## src/rtl/pss_pkg.sv

```systemverilog
package pss_pkg;
  typedef enum logic [2:0] {
    PS_OFF   = 3'd0,
    PS_HOLD  = 3'd1,
    PS_SLEEP = 3'd2,
    PS_WAKE  = 3'd3,
    PS_RUN   = 3'd4
  } pstate_e;
endpackage

```

## src/rtl/pss_sync.sv

```systemverilog
module pss_sync #(
  parameter int W      = 2,
  parameter int STAGES = 2
) (
  input  logic         clk,
  input  logic         rst_n,
  input  logic [W-1:0] d,
  output logic [W-1:0] q
);
  logic [W-1:0] stg [STAGES];

  for (genvar i = 0; i < STAGES; i++) begin : g_stage
    always_ff @(posedge clk or negedge rst_n) begin
      if (!rst_n) stg[i] <= '1;
      else if (i == 0) stg[i] <= d;
      else stg[i] <= stg[(i == 0) ? 0 : i-1];
    end
  end

  assign q = stg[STAGES-1];
endmodule

```

## src/rtl/pss_fsm.sv

```systemverilog
module pss_fsm
  import pss_pkg::*;
#(
  parameter int POR_CYC  = 50,
  parameter int WAKE_CYC = 30
) (
  input  logic    clk,
  input  logic    rst_n,
  input  logic    supply_ok,
  input  logic    mode_a,
  input  logic    mode_b,
  output pstate_e state,
  output logic    cfg_pulse,
  output logic    rdone_set
);
  localparam int MAXC = (POR_CYC > WAKE_CYC) ? POR_CYC : WAKE_CYC;
  localparam int CW   = $clog2(MAXC + 1);
  localparam logic [CW-1:0] POR_LAST  = CW'(POR_CYC - 1);
  localparam logic [CW-1:0] WAKE_LAST = CW'(WAKE_CYC - 1);

  pstate_e       nxt;
  logic [CW-1:0] cnt;
  logic          go_wake;

  always_comb begin
    nxt       = state;
    go_wake   = 1'b0;
    rdone_set = 1'b0;
    if (!supply_ok) begin
      nxt = PS_OFF;
    end else begin
      case (state)
        PS_OFF:   nxt = PS_HOLD;
        PS_HOLD:  if (cnt == POR_LAST) nxt = PS_SLEEP;
        PS_SLEEP: if (!mode_b) begin
                    nxt     = PS_WAKE;
                    go_wake = 1'b1;
                  end
        PS_WAKE:  if (cnt == WAKE_LAST) begin
                    nxt       = PS_RUN;
                    rdone_set = 1'b1;
                  end
        PS_RUN:   if (mode_a && mode_b) nxt = PS_SLEEP;
        default:  nxt = PS_OFF;
      endcase
    end
  end

  always_ff @(posedge clk or negedge rst_n) begin
    if (!rst_n) begin
      state     <= PS_OFF;
      cnt       <= '0;
      cfg_pulse <= 1'b0;
    end else begin
      state     <= nxt;
      cfg_pulse <= go_wake;
      if (nxt != state) cnt <= '0;
      else if (state == PS_HOLD || state == PS_WAKE) cnt <= cnt + 1'b1;
    end
  end
endmodule

```

## src/rtl/pss_status.sv

```systemverilog
module pss_status #(
  parameter int STAT_W = 16
) (
  input  logic              clk,
  input  logic              rst_n,
  input  logic              clr,
  input  logic              accept_evt,
  input  logic              rdone_set,
  input  logic              wr_en,
  input  logic [STAT_W-1:0] wr_data,
  input  logic              ie_wr,
  input  logic [STAT_W-1:0] ie_data,
  input  logic [STAT_W-1:0] evt,
  output logic [STAT_W-1:0] status,
  output logic              irq_n
);
  localparam int RDONE = STAT_W - 1;
  localparam logic [STAT_W-1:0] LOW_MASK = {1'b0, {(STAT_W-1){1'b1}}};

  logic [STAT_W-1:0] ie_q;
  logic [STAT_W-1:0] nxt;

  always_comb begin
    nxt = status;
    if (wr_en) nxt = nxt & ~wr_data;
    if (accept_evt) nxt = nxt | (evt & LOW_MASK);
    if (rdone_set) nxt[RDONE] = 1'b1;
  end

  always_ff @(posedge clk or negedge rst_n) begin
    if (!rst_n) begin
      status <= '0;
      ie_q   <= '0;
    end else if (clr) begin
      status <= '0;
      ie_q   <= '0;
    end else begin
      status <= nxt;
      if (ie_wr) ie_q <= ie_data & LOW_MASK;
    end
  end

  assign irq_n = ~(status[RDONE] | (|(status & ie_q)));
endmodule

```

## src/rtl/pwr_startup_seq.sv

```systemverilog
module pwr_startup_seq
  import pss_pkg::*;
#(
  parameter int POR_CYC  = 50,
  parameter int WAKE_CYC = 30,
  parameter int STAT_W   = 16
) (
  input  logic              clk,
  input  logic              rst_n,
  input  logic              supply_ok,
  input  logic              mode_a_pin,
  input  logic              mode_b_pin,
  input  logic              stat_wr_en,
  input  logic [STAT_W-1:0] stat_wr_data,
  input  logic              irq_en_wr,
  input  logic [STAT_W-1:0] irq_en_data,
  input  logic [STAT_W-1:0] evt_set,
  output logic [2:0]        pwr_state,
  output logic              cfg_defaults,
  output logic [STAT_W-1:0] stat_word,
  output logic              irq_n
);
  logic [1:0] pins_s;
  pstate_e    st;
  logic       rdone_set;
  logic       clr_all;

  pss_sync #(.W(2), .STAGES(2)) u_sync (
    .clk(clk), .rst_n(rst_n),
    .d({mode_a_pin, mode_b_pin}), .q(pins_s)
  );

  pss_fsm #(.POR_CYC(POR_CYC), .WAKE_CYC(WAKE_CYC)) u_fsm (
    .clk(clk), .rst_n(rst_n), .supply_ok(supply_ok),
    .mode_a(pins_s[1]), .mode_b(pins_s[0]),
    .state(st), .cfg_pulse(cfg_defaults), .rdone_set(rdone_set)
  );

  assign clr_all = !supply_ok || st == PS_OFF || st == PS_HOLD || cfg_defaults;

  pss_status #(.STAT_W(STAT_W)) u_stat (
    .clk(clk), .rst_n(rst_n), .clr(clr_all),
    .accept_evt(st == PS_RUN), .rdone_set(rdone_set),
    .wr_en(stat_wr_en), .wr_data(stat_wr_data),
    .ie_wr(irq_en_wr), .ie_data(irq_en_data), .evt(evt_set),
    .status(stat_word), .irq_n(irq_n)
  );

  assign pwr_state = st;
endmodule

```

## config.mk

```make
export PLATFORM = sky130hd
export DESIGN_NAME = pwr_startup_seq
export DESIGN_NICKNAME = d
export VERILOG_FILES = /design/src/rtl/pss_pkg.sv /design/src/rtl/pss_sync.sv /design/src/rtl/pss_fsm.sv /design/src/rtl/pss_status.sv /design/src/rtl/pwr_startup_seq.sv
export SDC_FILE = /design/constraint.sdc
export NUM_CORES = 1
export LEC_CHECK = 0
export BUFFER_PORTS_ARGS = -buffer_cell sky130_fd_sc_hd__buf_2
export CAP_MARGIN = 5
export CORE_UTILIZATION = 53
export CTS_CLUSTER_DIAMETER = 50
export DETAILED_ROUTE_END_ITERATION = 6
export PLACE_DENSITY = 0.84
export SLEW_MARGIN = 20
export SYNTH_ARGS = -nofsm -noshare
export SYNTH_HDL_FRONTEND = slang
export SYNTH_HIERARCHICAL = 1
export SYNTH_SLANG_ARGS = --single-unit
```

## constraint.sdc

```tcl
create_clock -name clk -period 4.1 [get_ports clk]
set_input_delay 0.82 -clock clk [delete_from_list [all_inputs] [get_ports clk]]
set_output_delay 0.82 -clock clk [all_outputs]
set_load 0.005 [all_outputs]
```

==> summary.txt <==
Clock tree
  • TritonCTS clock tree: done
  • Cts hold-fix bufs: 0
  • PostCTS Resize Cnt: 0
  • Postcts setup bufs: 0
  • H-tree depth: 2
  • Worst skew pair latency: 0.31 ns
  • Clock Sinks: 45
  • Clk pin slew, worst setup/hold paths: 0.09 ns
  • Cts bufs inserted: 5
  • CTS root buf: clkbuf_8
  • Clock Path Buffers: 2

Floorplan
  • Top Ports: 76
  • Starting density of the core: 55.0%
  • Die Ht: 66.4 um
  • Chip width: 66.4 um
  • Core ar.: 4000 um2
  • Num rows: 23
  • Die area: 4410 um2

Placement
  • Port bufs: 73
  • HPWL after DPL: 3260 um
  • GPL Wtd Cong: 0.813

Timing
  • Tmin final: 2.17 ns
  • Fin crit share: 52.9%
  • Final Hold Viols: 0
  • Clock skew: 0.00948 ns
  • Final setup viols: 0
  • Fmax: 461 MHz
  • Slew HR: 26.1%
  • Max Transition Viols Final: 0
  • RSZ-0062 raised after global routing: no
  • Setup TNS: 0 ns
  • Actual slew at the worst max-slew pin: 1.10 ns

Yosys
  • Share of the synthesized area in the top cell type: 46.6%
  • Synth unique cells: 40
  • Cell accounting for the most synthesized area: dfrtp_1
  • Top post-synthesis cells by area: dfrtp_1 47%, a22oi_1 7.5%, mux2i_1 6.8%
  • Post-synth ARST share: 100%
  • Sequential-to-total area share from yosys stat: 51.4%
  • Primary FF master, synth: dfrtp_1
  • YS warnings: 6
  • Synthesized netlist net count: 269
  • Mean area per synthesized cell: 10.4 um2
  • Synthesized area: 2200 um2
  • Post-synth EDFFs: 0
  • Synth Register Bits: 45
  • Synth Instances: 212

Routing
  • Via Count: 1811
  • Routed wire length: 4650 um
  • Antenna viol nets, final: 0
  • WL per Instance: 14.1 um
  • Drt initial violations: 79
  • Vias per Instance: 5.47
  • 1st-pass router iterations: 4
  • DRC errors left: 0

Finish
  • Area Growth Syn to Fin: 19.3%
  • Commonest non-fill, non-tap cell in the layout: buf_2
  • Layout fillers: 306
  • Area of the multi-input gates: 946 um2
  • Fin nets: 337
  • Share of cells above drive strength 1: 32.7%
  • N_diodes: 0
  • Most frequent cells in the layout: 73 x buf_2, 41 x dfrtp_1, 35 x nor2_1
  • Register area: 1130 um2
  • Post-Route Utilization: 65.6%

Power and ir drop
  • VDD IR max: 0.225 mV
  • PD cells: 307 nW/um2
  • Leakage power: 0.00129 uW
  • Total chip power: 805 uW

Setup path
  • CP Launch Type: register
  • Worst Path Max Fanout: 3
  • WS Path Type: register to primary output
  • Data arrival time of the critical path: 1.35 ns
  • CP endpoint kind: primary output
  • Worst path required time: 3.28 ns

GRT
  • Grt total ovfl: 0
  • Number of global-route vias before repair: 1665
  • First-pass GRT wire length: 7290 um
  • Pin count of the biggest net entering global routing: 46
  • GRT Total Usage: 22.8%
  • Initial antenna violation count: 0

Hold path
  • Min-Delay Path Class: register to register

Job
  • Max Cap Viol: 0

Outcome
  • Status: finished clean
==> power breakdown <==
part / internal, uW / switching [uW]
Combinational: 31.3 / 36.2
Sequential: 450 / 7.46
Clock: 123 / 157
==> cell type report <==
class	count	area share, %
well taps	50	2.38
repair buffers	74	14.2
clock inverters	3	0.953
multi-input cells	149	36.0
clock buffers	5	2.62
flip-flops and latches	45	43.1
inverters	5	0.715
==> cell families after synthesis <==
logic type	synth area share, %
DFF	51.4
adders and majority gates	1.14
buffers and inverters	5.63
AOI/OAI and AO/OA	15.1
xor gates and xnor gates	1.59
muxes	6.82
and+or+nand+nor	18.4
==> cells in the mapped netlist, drive strengths merged (2+ instances only) <==
master,instances
nand4,7
nor2,35
a21oi,4
buf,11
dfrtp,41
and2,2
ha,2
nor3b,2
o22ai,3
nor3,6
xor2,4
nand2,25
clkbuf,2
inv,5
a21o,2
nand2b,3
a22oi,22
o21ai,2
dfstp,4
mux2i,15
==> worst paths after layout <==
check                      cells after the start                to  slack [ns]              from
hold / removal                                 0       u_sync/q[1]        0.36     u_sync/stg[3]
setup / recovery                               4             irq_n        1.93  u_stat/status[5]
hold reg to reg                                0       u_sync/q[1]        0.36     u_sync/stg[3]
setup reg to reg                               3  u_stat/status[2]        2.12    u_fsm/state[1]
max in group asynchronous                      1      u_fsm/cnt[0]        2.87             rst_n
min in group asynchronous                      1   u_stat/ie_q[14]        0.65             rst_n
==> metal layers <==
metal	global-route usage [%]	up-vias	part of all wire [%]
met1	28.1	862	44
met2	38.1	53	50
li1	-	889	-
met5	0	-	0
met3	4.83	7	4.3
met4	10.6	0	1.7
==> stage by stage <==
stage                     hold slack, ns  setup WS, ns  cells  cell area, um2
after floorplan                    0.345          2.46    212            2200
after global placement             0.346          2.19    323            2530
after detailed placement           0.349          2.15    323            2530
after CTS                          0.362          1.92    331            2630
after global routing               0.363          1.83    331            2630
final                              0.360          1.93    331            2630
==> worst max-delay path, stage by stage (launching register included) <==
cell and delay, ns:
dfrtp_1 0.41, a22oi_1 0.19, nand4_1 0.15, nor3_1 0.15
buf_2 0.14
==> sequential cells by signal, indices dropped and copies added (netlist names) <==
| name | count |
|---|---|
| u_stat/ie_q | 15 |
| u_fsm/cfg_pulse | 1 |
| u_sync/q | 2 |
| u_fsm/state | 3 |
| u_fsm/cnt | 6 |
| u_sync/stg | 2 |
| u_stat/status | 16 |
No activity file was read; power rests on OpenSTA's default activity.
